## src/rtl/segScanPkg.sv

```systemverilog
package segScanPkg;
  typedef enum logic [1:0] {
    ST_LOAD  = 2'd0,
    ST_SHIFT = 2'd1,
    ST_SHOW  = 2'd2
  } scanState_t;

  typedef struct packed {
    logic load;
    logic shift;
  } scanStrobe_t;
endpackage

```

## src/rtl/segScanCtl.sv

```systemverilog
module segScanCtl
  import segScanPkg::*;
#(
  parameter int NUM_POS      = 5,
  parameter int SEG_W        = 8,
  parameter int SCLK_HALF    = 2,
  parameter int DWELL_CYCLES = 50000,
  localparam int POS_W  = $clog2(NUM_POS),
  localparam int BIT_W  = $clog2(SEG_W),
  localparam int HALF_W = $clog2(SCLK_HALF + 1),
  localparam int DW_W   = $clog2(DWELL_CYCLES + 1)
) (
  input  logic               clk,
  input  logic               rstN,
  output scanStrobe_t        strobe,
  output logic [POS_W-1:0]   pos,
  output logic               sclk,
  output logic [NUM_POS-1:0] posEnN
);
  scanState_t        state;
  logic [BIT_W-1:0]  bitCnt;
  logic [HALF_W-1:0] halfCnt;
  logic [DW_W-1:0]   dwellCnt;
  logic              phaseHi;
  logic              halfDone;
  logic              lastBit;

  assign halfDone = (halfCnt == HALF_W'(SCLK_HALF - 1));
  assign lastBit  = (bitCnt == BIT_W'(SEG_W - 1));

  always_ff @(posedge clk) begin
    if (!rstN) begin
      state    <= ST_LOAD;
      pos      <= '0;
      bitCnt   <= '0;
      halfCnt  <= '0;
      dwellCnt <= '0;
      phaseHi  <= 1'b0;
    end else begin
      case (state)
        ST_LOAD: begin
          state   <= ST_SHIFT;
          bitCnt  <= '0;
          halfCnt <= '0;
          phaseHi <= 1'b0;
        end
        ST_SHIFT: begin
          if (halfDone) begin
            halfCnt <= '0;
            if (!phaseHi) begin
              phaseHi <= 1'b1;
            end else if (lastBit) begin
              phaseHi  <= 1'b0;
              state    <= ST_SHOW;
              dwellCnt <= '0;
            end else begin
              phaseHi <= 1'b0;
              bitCnt  <= bitCnt + 1'b1;
            end
          end else begin
            halfCnt <= halfCnt + 1'b1;
          end
        end
        ST_SHOW: begin
          if (dwellCnt == DW_W'(DWELL_CYCLES - 1)) begin
            state <= ST_LOAD;
            pos   <= (pos == POS_W'(NUM_POS - 1)) ? '0 : pos + 1'b1;
          end else begin
            dwellCnt <= dwellCnt + 1'b1;
          end
        end
        default: state <= ST_LOAD;
      endcase
    end
  end

  always_comb begin
    strobe.load  = (state == ST_LOAD);
    strobe.shift = (state == ST_SHIFT) && halfDone && phaseHi && !lastBit;
  end

  assign sclk = (state == ST_SHIFT) && phaseHi;

  for (genvar i = 0; i < NUM_POS; i++) begin : g_en
    assign posEnN[i] = !((state == ST_SHOW) && (pos == POS_W'(i)));
  end
endmodule

```

## src/rtl/segScanData.sv

```systemverilog
module segScanData
  import segScanPkg::*;
#(
  parameter int NUM_POS = 5,
  parameter int SEG_W   = 8,
  localparam int POS_W  = $clog2(NUM_POS)
) (
  input  logic             clk,
  input  logic             rstN,
  input  logic             wrEn,
  input  logic [POS_W-1:0] wrAddr,
  input  logic [SEG_W-1:0] wrData,
  input  scanStrobe_t      strobe,
  input  logic [POS_W-1:0] pos,
  output logic             sdo
);
  logic [SEG_W-1:0] segReg [NUM_POS];
  logic [SEG_W-1:0] shiftReg;
  logic [SEG_W-1:0] selByte;

  for (genvar i = 0; i < NUM_POS; i++) begin : g_reg
    always_ff @(posedge clk) begin
      if (!rstN)
        segReg[i] <= '1;
      else if (wrEn && (wrAddr == POS_W'(i)))
        segReg[i] <= wrData;
    end
  end

  always_comb begin
    selByte = '1;
    for (int i = 0; i < NUM_POS; i++)
      if (pos == POS_W'(i)) selByte = segReg[i];
  end

  always_ff @(posedge clk) begin
    if (!rstN)
      shiftReg <= '1;
    else if (strobe.load)
      shiftReg <= selByte;
    else if (strobe.shift)
      shiftReg <= {shiftReg[SEG_W-2:0], 1'b1};
  end

  assign sdo = shiftReg[SEG_W-1];
endmodule

```

## src/rtl/segScanner.sv

```systemverilog
module segScanner
  import segScanPkg::*;
#(
  parameter int NUM_POS      = 5,
  parameter int SEG_W        = 8,
  parameter int SCLK_HALF    = 2,
  parameter int DWELL_CYCLES = 50000,
  localparam int POS_W = $clog2(NUM_POS)
) (
  input  logic               clk,
  input  logic               rstN,
  input  logic               wrEn,
  input  logic [POS_W-1:0]   wrAddr,
  input  logic [SEG_W-1:0]   wrData,
  output logic               sclk,
  output logic               sdo,
  output logic [NUM_POS-1:0] posEnN
);
  scanStrobe_t      strobe;
  logic [POS_W-1:0] pos;

  segScanCtl #(
    .NUM_POS(NUM_POS), .SEG_W(SEG_W),
    .SCLK_HALF(SCLK_HALF), .DWELL_CYCLES(DWELL_CYCLES)
  ) i_ctl (
    .clk(clk), .rstN(rstN), .strobe(strobe), .pos(pos),
    .sclk(sclk), .posEnN(posEnN)
  );

  segScanData #(.NUM_POS(NUM_POS), .SEG_W(SEG_W)) i_data (
    .clk(clk), .rstN(rstN), .wrEn(wrEn), .wrAddr(wrAddr),
    .wrData(wrData), .strobe(strobe), .pos(pos), .sdo(sdo)
  );
endmodule

```

## config.mk

```make
export PLATFORM = sky130hd
export DESIGN_NAME = segScanner
export DESIGN_NICKNAME = d
export VERILOG_FILES = /design/src/rtl/segScanPkg.sv /design/src/rtl/segScanCtl.sv /design/src/rtl/segScanData.sv /design/src/rtl/segScanner.sv
export SDC_FILE = /design/constraint.sdc
export NUM_CORES = 1
export LEC_CHECK = 0
export BUFFER_PORTS_ARGS = -buffer_cell sky130_fd_sc_hd__buf_2
export CORE_MARGIN = 2
export CORE_UTILIZATION = 45
export DETAILED_ROUTE_END_ITERATION = 16
export GPL_TIMING_DRIVEN = 0
export HOLD_SLACK_MARGIN = 0.12
export PLACE_DENSITY = 0.68
export SLEW_MARGIN = 15
export SYNTH_ARGS = -nofsm -noshare
export SYNTH_HDL_FRONTEND = slang
export SYNTH_SLANG_ARGS = --single-unit
```

## constraint.sdc

```tcl
create_clock -name clk -period 2.77 [get_ports clk]
set_clock_uncertainty 0.05 [all_clocks]
set_input_delay 0.4155 -clock clk [delete_from_list [all_inputs] [get_ports clk]]
set_output_delay 0.4155 -clock clk [all_outputs]
set_load 0.03 [all_outputs]
```

### Word-level counts from Yosys, hierarchy flattened

Memories as Yosys holds them, arrays and structs flattened.
Index checks and enable logic that the tools add are counted.
W data, S select, Z words.

| word-level totals | value |
|---|---|
| memories | 1 |
| register bits after elaboration | 35 |
| output and inout port bits | 7 |
| memory bits (writable) | 40 |
| word-level logic and storage cells | 115 |

Memory list:

| name | words | width | read ports | clocked after memory_dff | write ports | RTL line | RTL |
|---|---|---|---|---|---|---|---|
| i_data.segReg | 5 | 8 | 5 | 0 | 5 | segScanData.sv:17 | `logic [SEG_W-1:0] segReg [NUM_POS];` |

| cells by class | value |
|---|---|
| bitwise operators | 5 |
| reduce and logical (&&, ||, !) cells | 31 |
| equality and inequality tests | 19 |
| mux-type cells | 48 |
| add/subtract/negate cells | 4 |

Operators with widths:

| kind | number |
|---|---|
| $mux W8 | 12 |
| $mux W16 | 4 |
| $pmux W16 S2 | 1 |
| $mux W1 | 18 |
| $add A16 B1 Y16 const B | 1 |
| $eq A16 B16 Y1 const B | 1 |
| $logic_and A1 B1 Y1 | 14 |
| $eq A3 B2 Y1 const B | 4 |
| $mux W3 | 4 |
| $mux W2 | 5 |
| $eq A3 B3 Y1 const B | 3 |
| $ne A2 B1 Y1 const B | 4 |
| $reduce_and A4 Y1 | 2 |
| $add A3 B1 Y3 const B | 2 |
| $eq A3 B1 Y1 const B | 2 |
| $logic_not A1 Y1 | 6 |
| $logic_not A3 Y1 | 2 |
| $pmux W2 S3 | 1 |
| $pmux W3 S2 | 1 |
| $reduce_bool A2 Y1 | 3 |
| $or A1 B1 Y1 | 5 |
| $reduce_and A5 Y1 | 1 |
| $eq A2 B1 Y1 const B | 2 |
| $ne A2 B2 Y1 const B | 2 |
| other kinds (6) | 7 |

### Longest topological paths before layout

Gate-level depths: netlist of run 1.

| logic depth | value |
|---|---|
| word-level depth | 7 |
| mapped depth | 8 |

### Hierarchy

From an unflattened synthesis of run 1, not the netlist that was laid out.

| second synthesis, totals | value |
|---|---|
| cells, all modules | 339 |
| area, all modules | 3,674.8 sq um |

Modules (own cells, without submodules):

| module | cells an instance | area an instance (sq um) | times used |
|---|---|---|---|
| segScanData | 166 | 2,224.6 | 1 |
| segScanCtl | 173 | 1,450.1 | 1 |

### Least setup slack after synthesis of run 1

Ideal clock, no wire load.

| timing path | value |
|---|---|
| path kind | input-to-reg |
| from | in rstN |
| to | mem i_data.segReg[0][0] (data pin) |
| arrival | 1.614 ns |
| setup time | 0.262 ns |
| path slack | 0.844 ns |
| data required time | 2.458 ns |
| cell stages on the path | 5 |
| path through | buf_2 > inv_1 > or2_2 > or3_1 > or2_2 |

RTL lines:

| item | RTL line | RTL |
|---|---|---|
| from (decl) | segScanner.sv:11 | `input logic rstN,` |
| to (decl) | segScanData.sv:17 |  |

### Worst setup path after layout of run 1

| timing path | value |
|---|---|
| from | reg i_ctl.pos[0] |
| to | out posEnN[2] |

| on the way | value |
|---|---|
| longest elaborated chain between the ends | 3 |

RTL lines:

| item | RTL line | RTL |
|---|---|---|
| from (decl) | segScanCtl.sv:16 | `output logic [POS_W-1:0] pos,` |
| from (signal assigned) | segScanCtl.sv:67 | `pos <= (pos == POS_W'(NUM_POS - 1)) ? '0 : pos + 1'b1;` |
| $eq A3 B2 Y1 | segScanCtl.sv:85 | `assign posEnN[i] = !((state == ST_SHOW) && (pos == POS_W'(i)));` |
| $logic_and A1 B1 Y1 | segScanCtl.sv:85 |  |
| $logic_not A1 Y1 | segScanCtl.sv:85 |  |
| to (decl) | segScanner.sv:17 | `output logic [NUM_POS-1:0] posEnN` |

Every way passes these cells.

==> results of run 1 <==
-- synth_stat cells, types with 9 or more instances --
library cell  count  share of area (%)
edfxtp_1         40                 33
nand2_1          36                3.7
dfxtp_1          35                 19
a21oi_1          27                3.7
or2_2            26                4.4
or3_1            20                3.4
nor2_1           19                1.9
inv_1            15                1.5
clkbuf_1         14                1.4
o21ai_0          10                1.4
mux2i_1           9                2.4
or4_1             9                1.8
-- flip-flops by register name (all words and copies together), names as in the netlist --
register and flops:
i_ctl.bitCnt 3, i_ctl.dwellCnt 16, i_ctl.halfCnt 2, i_ctl.phaseHi 1, i_ctl.pos 3, i_ctl.state 2
i_data.segReg 40, i_data.shiftReg 8
-- per-layer routing --
layer / global-route usage (%) / up-vias / routed length, um
met1: 25.1 / 1352 / 3670
li1: - / 1404 / -
met4: 6.76 / 0 / 126
met2: 33.8 / 67 / 4080
met3: 5.03 / 13 / 381
met5: 0 / - / 0
-- through the flow --
stage	setup slack, ps	hold WS, ps	total power, mW	util (%)
2_1_floorplan	844	369	1.33	-
3_3_place_gp	578	383	1.38	50.0
3_5_place_dp	490	385	1.39	50.0
4_1_cts	336	335	2.37	52.9
5_1_grt	182	363	2.43	53.1
6_report	351	347	2.36	53.1
-- power breakdown --
group	switching (mW)	total (mW)	internal (mW)
registers	0.0166	1.23	1.22
logic	0.0854	0.128	0.0424
clock network	0.400	0.993	0.593
-- kinds of logic (layout without fill, tap and decap cells) --
| logic type | Yosys count | after routing |
|---|---|---|
| AO/OA/AOI/OAI | 79 | 79 |
| flip-flops | 75 | 75 |
| buffers and inverters | 39 | 74 |
| multiplexers | 9 | 9 |
| adder cells (fa/ha/maj) | 8 | 8 |
| AND/OR/NAND/NOR | 151 | 151 |
| XOR/XNOR | 2 | 2 |
-- worst paths after layout --
check,cells after the start,endpoint
worst max-delay path,6,posEnN[2]
worst min-delay path,2,i_data.shiftReg[1]
worst max register to register,8,i_data.shiftReg[0]
worst min register to register,2,i_ctl.halfCnt[1]
-- layout make-up --
type                    instances  share of cell area [%]
multi-input cells             249                    38.7
plain buffers                  24                    3.08
inverters                      15                    1.36
clock buffers                  10                    3.08
repair buffers                 19                    2.29
flip-flops and latches         75                    45.9
clock inverters                 6                    2.51
well taps                     102                    3.08
==> results.json, run 1 <==
{
  "grt_pass1_vias": 2724,
  "portBuffers": 19,
  "endpoint_kind": "output port",
  "numCtsBuffers": 9,
  "die-area_um2": 8920,
  "num_io_pins": 21,
  "cp.arrival_ps": 1950,
  "cts_tree": "done",
  "drv_cap": 0,
  "hold_viol": 0,
  "drc": 0,
  "diodes": 0,
  "final_cells": 500,
  "crit_chain": "inv_1, ha_1, clkbuf_1, clkbuf_1, nand2_1, buf_2",
  "crit_fanout": 10,
  "final_area_um2": 4140,
  "drive_above_1_share_pct": 18.6,
  "vias": 2836,
  "clk_path_buf_depth": 2,
  "netlist_area_um2": 3680,
  "synth-edff-count": 40,
  "synthMuxAreaShare_pct": 2.45,
  "holdCritStartpoint": "rstN",
  "critPathLaunch": "i_ctl.pos[0]",
  "num_rows": 32,
  "synth_ff_type": "edfxtp_1",
  "drt_iter0_markers": 113,
  "placed_area_um2": 3900,
  "grt_max_degree": 13,
  "synth_top_family_by_area": "simple AND/OR/NAND/NOR gates",
  "status": "complete, no violations",
  "hp-class": "input pin to register",
  "yosys.area_share.adder_pct": 2.72,
  "pwr_density_cell_nw_per_um2": 568,
  "ir_drop_uv": 305,
  "grt_overflow": 0,
  "ys_seq_elements": 75,
  "clock_sinks": 75,
  "viasPerCell": 5.67,
  "leakagePower_nw": 1.49,
  "regArea_um2": 1900,
  "synth_cell_types": 43,
  "rsz0062_at_grt": "false",
  "h-tree-depth": 3,
  "syn_inst": 363,
  "totalWireLength_um": 8260,
  "wl_per_cell_um": 16.5,
  "start_kind": "register",
  "dp_hpwl_um": 5810,
  "die_x_um": 94.4,
  "cp_common_cell": "clkbuf_1",
  "setup_viol": 0,
  "dp_cells": 484,
  "clk_latency_ps": 350,
  "seq_area_frac_synth_pct": 51.7,
  "synth_compound_area_share_pct": 14.3,
  "crit_family": "buffers and inverters",
  "final.fill_count": 736,
  "grt_pass1_wl_um": 13400,
  "period_share_pct": 87.3,
  "drv_slew": 0,
  "start_util_pct": 47.1,
  "gr-usage-all-layers_pct": 20.0,
  "drtPass1Iterations": 4,
  "area_growth_pct": 12.6,
  "worstPathRequired_ps": 2300,
  "mostFrequentLayoutCells": "edfxtp_1 (40), nand2_1 (36), dfxtp_1 (35)",
  "layout_commonest_cell": "edfxtp_1",
  "criticalPathCategory": "register to output port",
  "antenna_found_initial": 0,
  "die_h_um": 94.4,
  "ant_nets": 0,
  "post_cts_buffers": 0,
  "syn-num-nets": 385,
  "synthSimpleGateAreaFrac_pct": 23.3,
  "multiInputGateArea_um2": 1600,
  "ctsHoldBuffers": 0,
  "fin_setup_tns_ps": 0,
  "synthXorXnorAreaFrac_pct": 0.476,
  "cts_resized": 0,
  "cp.buffers_inverters": 4,
  "relSlewSlack_pct": 26.0,
  "final_nets": 415,
  "avgSynthCellArea_um2": 10.1,
  "core_area_um2": 7810,
  "reg2reg_from": "i_ctl.pos[1]",
  "critical_path.max_stage_delay_ps": 390,
  "gp_congestion": 0.822,
  "ctsRootBufferMaster": "clkbuf_8",
  "reg2reg_slack_ps": 620,
  "tightest_slew_ps": 1100,
  "cpMaxStageDelayCell": "clkbuf_1",
  "clkTransAtPathRegs_ps": 70,
  "clock.fmax_mhz": 413,
  "ys.warnings.count": 0,
  "finalCriticalPeriod_ps": 2420,
  "postSynth.asyncResetShare_pct": 0
}
Note: power is estimated with default switching activity, not from simulation.
==> run 2, diff against run 1 <==
--- a/config.mk
+++ b/config.mk
@@ -11,7 +11,7 @@
 export DETAILED_ROUTE_END_ITERATION = 16
 export GPL_TIMING_DRIVEN = 0
 export HOLD_SLACK_MARGIN = 0.12
-export PLACE_DENSITY = 0.68
+export PLACE_DENSITY = 0.6
 export SLEW_MARGIN = 15
 export SYNTH_ARGS = -nofsm -noshare
 export SYNTH_HDL_FRONTEND = slang
==> results.json, run 2 (synthesized netlist as in run 1, its figures left out) <==
{
  "multiInputGateArea_um2": 1590,
  "top_register": "i_data.segReg",
  "cts_resized": 0,
  "final.fill_count": 738,
  "worstPathRequired_ps": 2300,
  "clk_path_buf_depth": 2,
  "hold_viol": 0,
  "ant_nets": 0,
  "area_growth_pct": 10.8,
  "hp-class": "input pin to register",
  "diodes": 0,
  "post_cts_buffers": 0,
  "final_area_um2": 4080,
  "antenna_found_initial": 0,
  "internal_power_mw": 1.67,
  "endpoint_kind": "output port",
  "numCtsBuffers": 9,
  "p_comb_share_pct": 5.7,
  "vias": 2784,
  "gr-usage-all-layers_pct": 19.9,
  "num_rows": 32,
  "num_io_pins": 21,
  "pwr_density_cell_nw_per_um2": 527,
  "swShare_pct": 22.3,
  "drv_slew": 0,
  "die_x_um": 94.4,
  "drtPass1Iterations": 4,
  "status": "complete, no violations",
  "clk_latency_ps": 340,
  "portBuffers": 19,
  "wl_per_cell_um": 16.1,
  "dp_cells": 484,
  "drive_above_1_share_pct": 17.6,
  "viasPerCell": 5.58,
  "cp_common_cell": "clkbuf_1",
  "layout_commonest_cell": "edfxtp_1",
  "final_nets": 415,
  "mostFrequentLayoutCells": "edfxtp_1 (40), nand2_1 (36), dfxtp_1 (35)",
  "reg_top3": "i_data.segReg x40, i_ctl.dwellCnt x16, i_data.shiftReg x8",
  "ctsRootBufferMaster": "clkbuf_8",
  "grt_pass1_vias": 2747,
  "fin_setup_tns_ps": 0,
  "totalWireLength_um": 8010,
  "critical_path.max_stage_delay_ps": 390,
  "grt_overflow": 0,
  "p_switching_mw": 0.480,
  "start_util_pct": 47.1,
  "drc": 0,
  "crit_fanout": 10,
  "start_kind": "register",
  "grt_pass1_wl_um": 13500,
  "ir_drop_uv": 285,
  "core_area_um2": 7810,
  "crit_chain": "inv_1, ha_1, clkbuf_1, clkbuf_1, nand2_1, buf_2",
  "tightest_slew_ps": 1170,
  "regArea_um2": 1900,
  "final_cells": 499,
  "clkTransAtPathRegs_ps": 70,
  "drt_iter0_markers": 112,
  "clock_sinks": 75,
  "leakagePower_nw": 1.46,
  "die_h_um": 94.4,
  "pwr-share-seq_pct": 57.7,
  "fin_util_pct": 52.2,
  "rsz0062_at_grt": "false",
  "clkPwrFrac_pct": 36.6,
  "relSlewSlack_pct": 21.5,
  "cpMaxStageDelayCell": "clkbuf_1",
  "period_share_pct": 86.2,
  "largest_reg_flops": 40,
  "cp.arrival_ps": 1920,
  "gp_congestion": 0.857,
  "die-area_um2": 8920,
  "criticalPathCategory": "register to output port",
  "finalCriticalPeriod_ps": 2390,
  "setup_viol": 0,
  "cts_tree": "done",
  "drv_cap": 0,
  "ctsHoldBuffers": 0,
  "rr_worst_depth": 7,
  "hold_path_depth": 2,
  "dp_hpwl_um": 5830,
  "clock.fmax_mhz": 419,
  "placed_area_um2": 3900,
  "grt_max_degree": 12,
  "h-tree-depth": 3
}
-- run 2: path summary, 6_finish.rpt --
path | from | to | slack [ps]
max reg2reg | i_ctl.pos[1] | i_data.shiftReg[5] | 700
min reg2reg | i_ctl.halfCnt[1] | i_ctl.halfCnt[1] | 400
max | i_ctl.pos[0] | posEnN[2] | 380
min | rstN | i_data.shiftReg[2] | 360
-- run 2: power by group through the flow --
stage          clock [mW]  sequential, mW  combinational, mW
2_1_floorplan           0            1.26             0.0748
5_1_grt             0.870            1.24              0.136
4_1_cts             0.808            1.24              0.123
3_5_place_dp            0            1.26              0.123
6_report            0.788            1.24              0.123
3_3_place_gp            0            1.26              0.123
-- run 2: layout make-up --
class,count,share of cell area (%)
inverter,15,1.38
clock inverter,3,0.982
multi-input combinational,249,39.1
buffer,24,3.13
sequential,75,46.6
timing repair buffer,19,2.33
tap,102,3.13
clock buffer,12,3.31
-- run 2: worst max-delay path, delay by kind of cell (launching register included) --
family	cells	cell delay, ps
adders and majority gates	1	150
buffers and inverters	4	980
DFF	1	350
and+or+nand+nor	1	100
-- run 2: routing by layer --
metal | up-vias | global-route usage, % | routed length [um]
met3 | 11 | 4.63 | 273
met1 | 1313 | 25.7 | 3730
met4 | 0 | 7.61 | 145
met5 | - | 0 | 0
li1 | 1406 | - | -
met2 | 54 | 32.5 | 3860
-- run 2: through the flow --
| step | power (mW) | hold WS, ps | worst slack, ps |
|---|---|---|---|
| after floorplan | 1.33 | 369 | 844 |
| after global placement | 1.39 | 379 | 543 |
| after detailed placement | 1.39 | 389 | 501 |
| after CTS | 2.17 | 340 | 385 |
| after global routing | 2.25 | 360 | 223 |
| final | 2.15 | 361 | 383 |
==> run 3, diff against run 2 <==
--- a/config.mk
+++ b/config.mk
@@ -7,12 +7,13 @@
 export LEC_CHECK = 0
 export BUFFER_PORTS_ARGS = -buffer_cell sky130_fd_sc_hd__buf_2
 export CORE_MARGIN = 2
-export CORE_UTILIZATION = 45
+export CORE_UTILIZATION = 65
 export DETAILED_ROUTE_END_ITERATION = 16
 export GPL_TIMING_DRIVEN = 0
 export HOLD_SLACK_MARGIN = 0.12
-export PLACE_DENSITY = 0.6
+export PLACE_DENSITY = 0.82
 export SLEW_MARGIN = 15
 export SYNTH_ARGS = -nofsm -noshare
 export SYNTH_HDL_FRONTEND = slang
+export SYNTH_HIERARCHICAL = 1
 export SYNTH_SLANG_ARGS = --single-unit
==> results.json, run 3 <==
{
  "status": "complete, no violations",
  "period_share_pct": 86.2,
  "ant_nets": 0,
  "antenna_found_initial": 0,
  "vias": 2752,
  "cts_resized": 0,
  "cts_tree": "done",
  "grt_pass1_wl_um": 12400,
  "crit_fanout": 10,
  "largest_reg_flops": 40,
  "grt_max_degree": 14,
  "drtPass1Iterations": 4,
  "layout_commonest_cell": "edfxtp_1",
  "post_cts_buffers": 0,
  "die-area_um2": 6270,
  "wl_per_cell_um": 16.9,
  "cp.arrival_ps": 1920,
  "relSlewSlack_pct": 22.4,
  "seq_area_frac_synth_pct": 51.8,
  "endpoint_kind": "output port",
  "avgSynthCellArea_um2": 10.8,
  "ctsHoldBuffers": 0,
  "criticalPathCategory": "register to output port",
  "num_rows": 27,
  "clock_sinks": 75,
  "numCtsBuffers": 9,
  "ys_top_cells_by_count": "edfxtp_1 (40), dfxtp_1 (35), or3_1 (28)",
  "worstPathRequired_ps": 2300,
  "gr-usage-all-layers_pct": 26.0,
  "portBuffers": 20,
  "clk_path_buf_depth": 2,
  "core_area_um2": 5470,
  "diodes": 0,
  "ys.warnings.count": 6,
  "num_io_pins": 21,
  "synth-edff-count": 40,
  "rsz0062_at_grt": "false",
  "hp-class": "input pin to register",
  "final_nets": 392,
  "totalWireLength_um": 7540,
  "fin_setup_tns_ps": 0,
  "mostFrequentLayoutCells": "edfxtp_1 (40), dfxtp_1 (35), or3_1 (28)",
  "drv_cap": 0,
  "postSynth.asyncResetShare_pct": 0,
  "die_x_um": 79.2,
  "area_growth_pct": 10.0,
  "leakagePower_nw": 1.35,
  "die_h_um": 79.2,
  "syn-num-nets": 361,
  "synth_ff_type": "edfxtp_1",
  "top_register": "i_data/segReg",
  "drive_above_1_share_pct": 20.0,
  "syn_inst": 339,
  "yosysTopAreaCell": "edfxtp_1",
  "drv_slew": 0,
  "start_util_pct": 67.1,
  "finalCriticalPeriod_ps": 2390,
  "drc": 0,
  "synth_area_leaders": "edfxtp_1 (33%), dfxtp_1 (19%), or3_1 (4.8%), mux2_2 (4.3%), nand2b_1 (3.2%)",
  "gp_congestion": 0.784,
  "yosysTopAreaCellShare_pct": 32.7,
  "tightest_slew_ps": 1150,
  "clkTransAtPathRegs_ps": 80,
  "setup_viol": 0,
  "pwr_density_cell_nw_per_um2": 521,
  "yosysMostFrequentCell": "edfxtp_1",
  "clk_latency_ps": 340,
  "final_cells": 447,
  "h-tree-depth": 3,
  "ctsRootBufferMaster": "clkbuf_8",
  "start_kind": "register",
  "hold_viol": 0,
  "ir_drop_uv": 373,
  "dp_cells": 431,
  "viasPerCell": 6.16,
  "reg_top3": "i_data/segReg x40, i_ctl/dwellCnt x16, i_data/shiftReg x8",
  "ys_seq_elements": 75,
  "netlist_area_um2": 3670,
  "clock.fmax_mhz": 419,
  "dp_hpwl_um": 5410,
  "drt_iter0_markers": 165,
  "grt_pass1_vias": 2547,
  "grt_overflow": 0,
  "synth_cell_types": 54
}
## run 3: power breakdown
| part | internal (mW) | switching, mW | leakage [nW] | total [mW] |
|---|---|---|---|---|
| Combinational | 0.0462 | 0.0843 | 0.578 | 0.130 |
| Sequential | 1.22 | 0.0152 | 0.683 | 1.23 |
| Clock | 0.347 | 0.395 | 0.0937 | 0.742 |
## run 3: kinds of logic (layout without fill, tap and decap cells)
| family | Yosys count | after routing | share of synthesized area, % |
|---|---|---|---|
| simple gates | 129 | 129 | 21.2 |
| flops | 75 | 75 | 51.8 |
| compound gates | 74 | 74 | 13.3 |
| buf+inv | 26 | 62 | 3.17 |
| mux | 25 | 25 | 7.29 |
| fa+ha+maj | 8 | 8 | 2.72 |
| xor+xnor | 2 | 2 | 0.477 |
## run 3: layer usage
layer  GRT usage, %  up-vias  share of wire (%)
met4           8.97        0               0.99
li1               -     1357                  -
met5              0        -                  0
met3           5.00        8                4.0
met1           33.9     1318                 45
met2           43.4       69                 50
## run 3: path summary, 6_finish.rpt
path	startpoint	endpoint	slack, ps	depth (start not counted)
max	i_ctl/state[0]	posEnN[2]	380	6
min	rstN	i_data/shiftReg[7]	280	2
max reg2reg	i_ctl/bitCnt[0]	i_data/shiftReg[0]	700	7
min reg2reg	i_ctl/halfCnt[1]	i_ctl/halfCnt[1]	410	2
## run 3: critical path, cell delays in order (launching register included)
cell and delay [ps]:
dfxtp_1 310, buf_2 200, nand2b_1 250, clkbuf_1 390, nor2_1 140, nand2_1 100, buf_2 190
## run 3: per-stage QoR
step	hold slack, ps	area, um^2	total power, mW	setup slack [ps]	util (%)
after global routing	277	4040	2.17	266	73.9
final	280	4040	2.11	383	73.9
after detailed placement	399	3860	1.39	327	70.6
after global placement	381	3860	1.38	376	70.6
after floorplan	369	3670	1.33	901	-
after CTS	265	4030	2.11	386	73.7
## run 3: layout make-up
class                           instances  area (um^2)
Inverter                                9         33.8
Clock inverter                          5         27.5
Sequential cell                        75         1900
Buffer                                 17         82.6
Multi-Input combinational cell        238         1670
Tap cell                               72         90.1
Clock buffer                           11          141
Timing Repair Buffer                   20          100
Fill cell                             426         1430
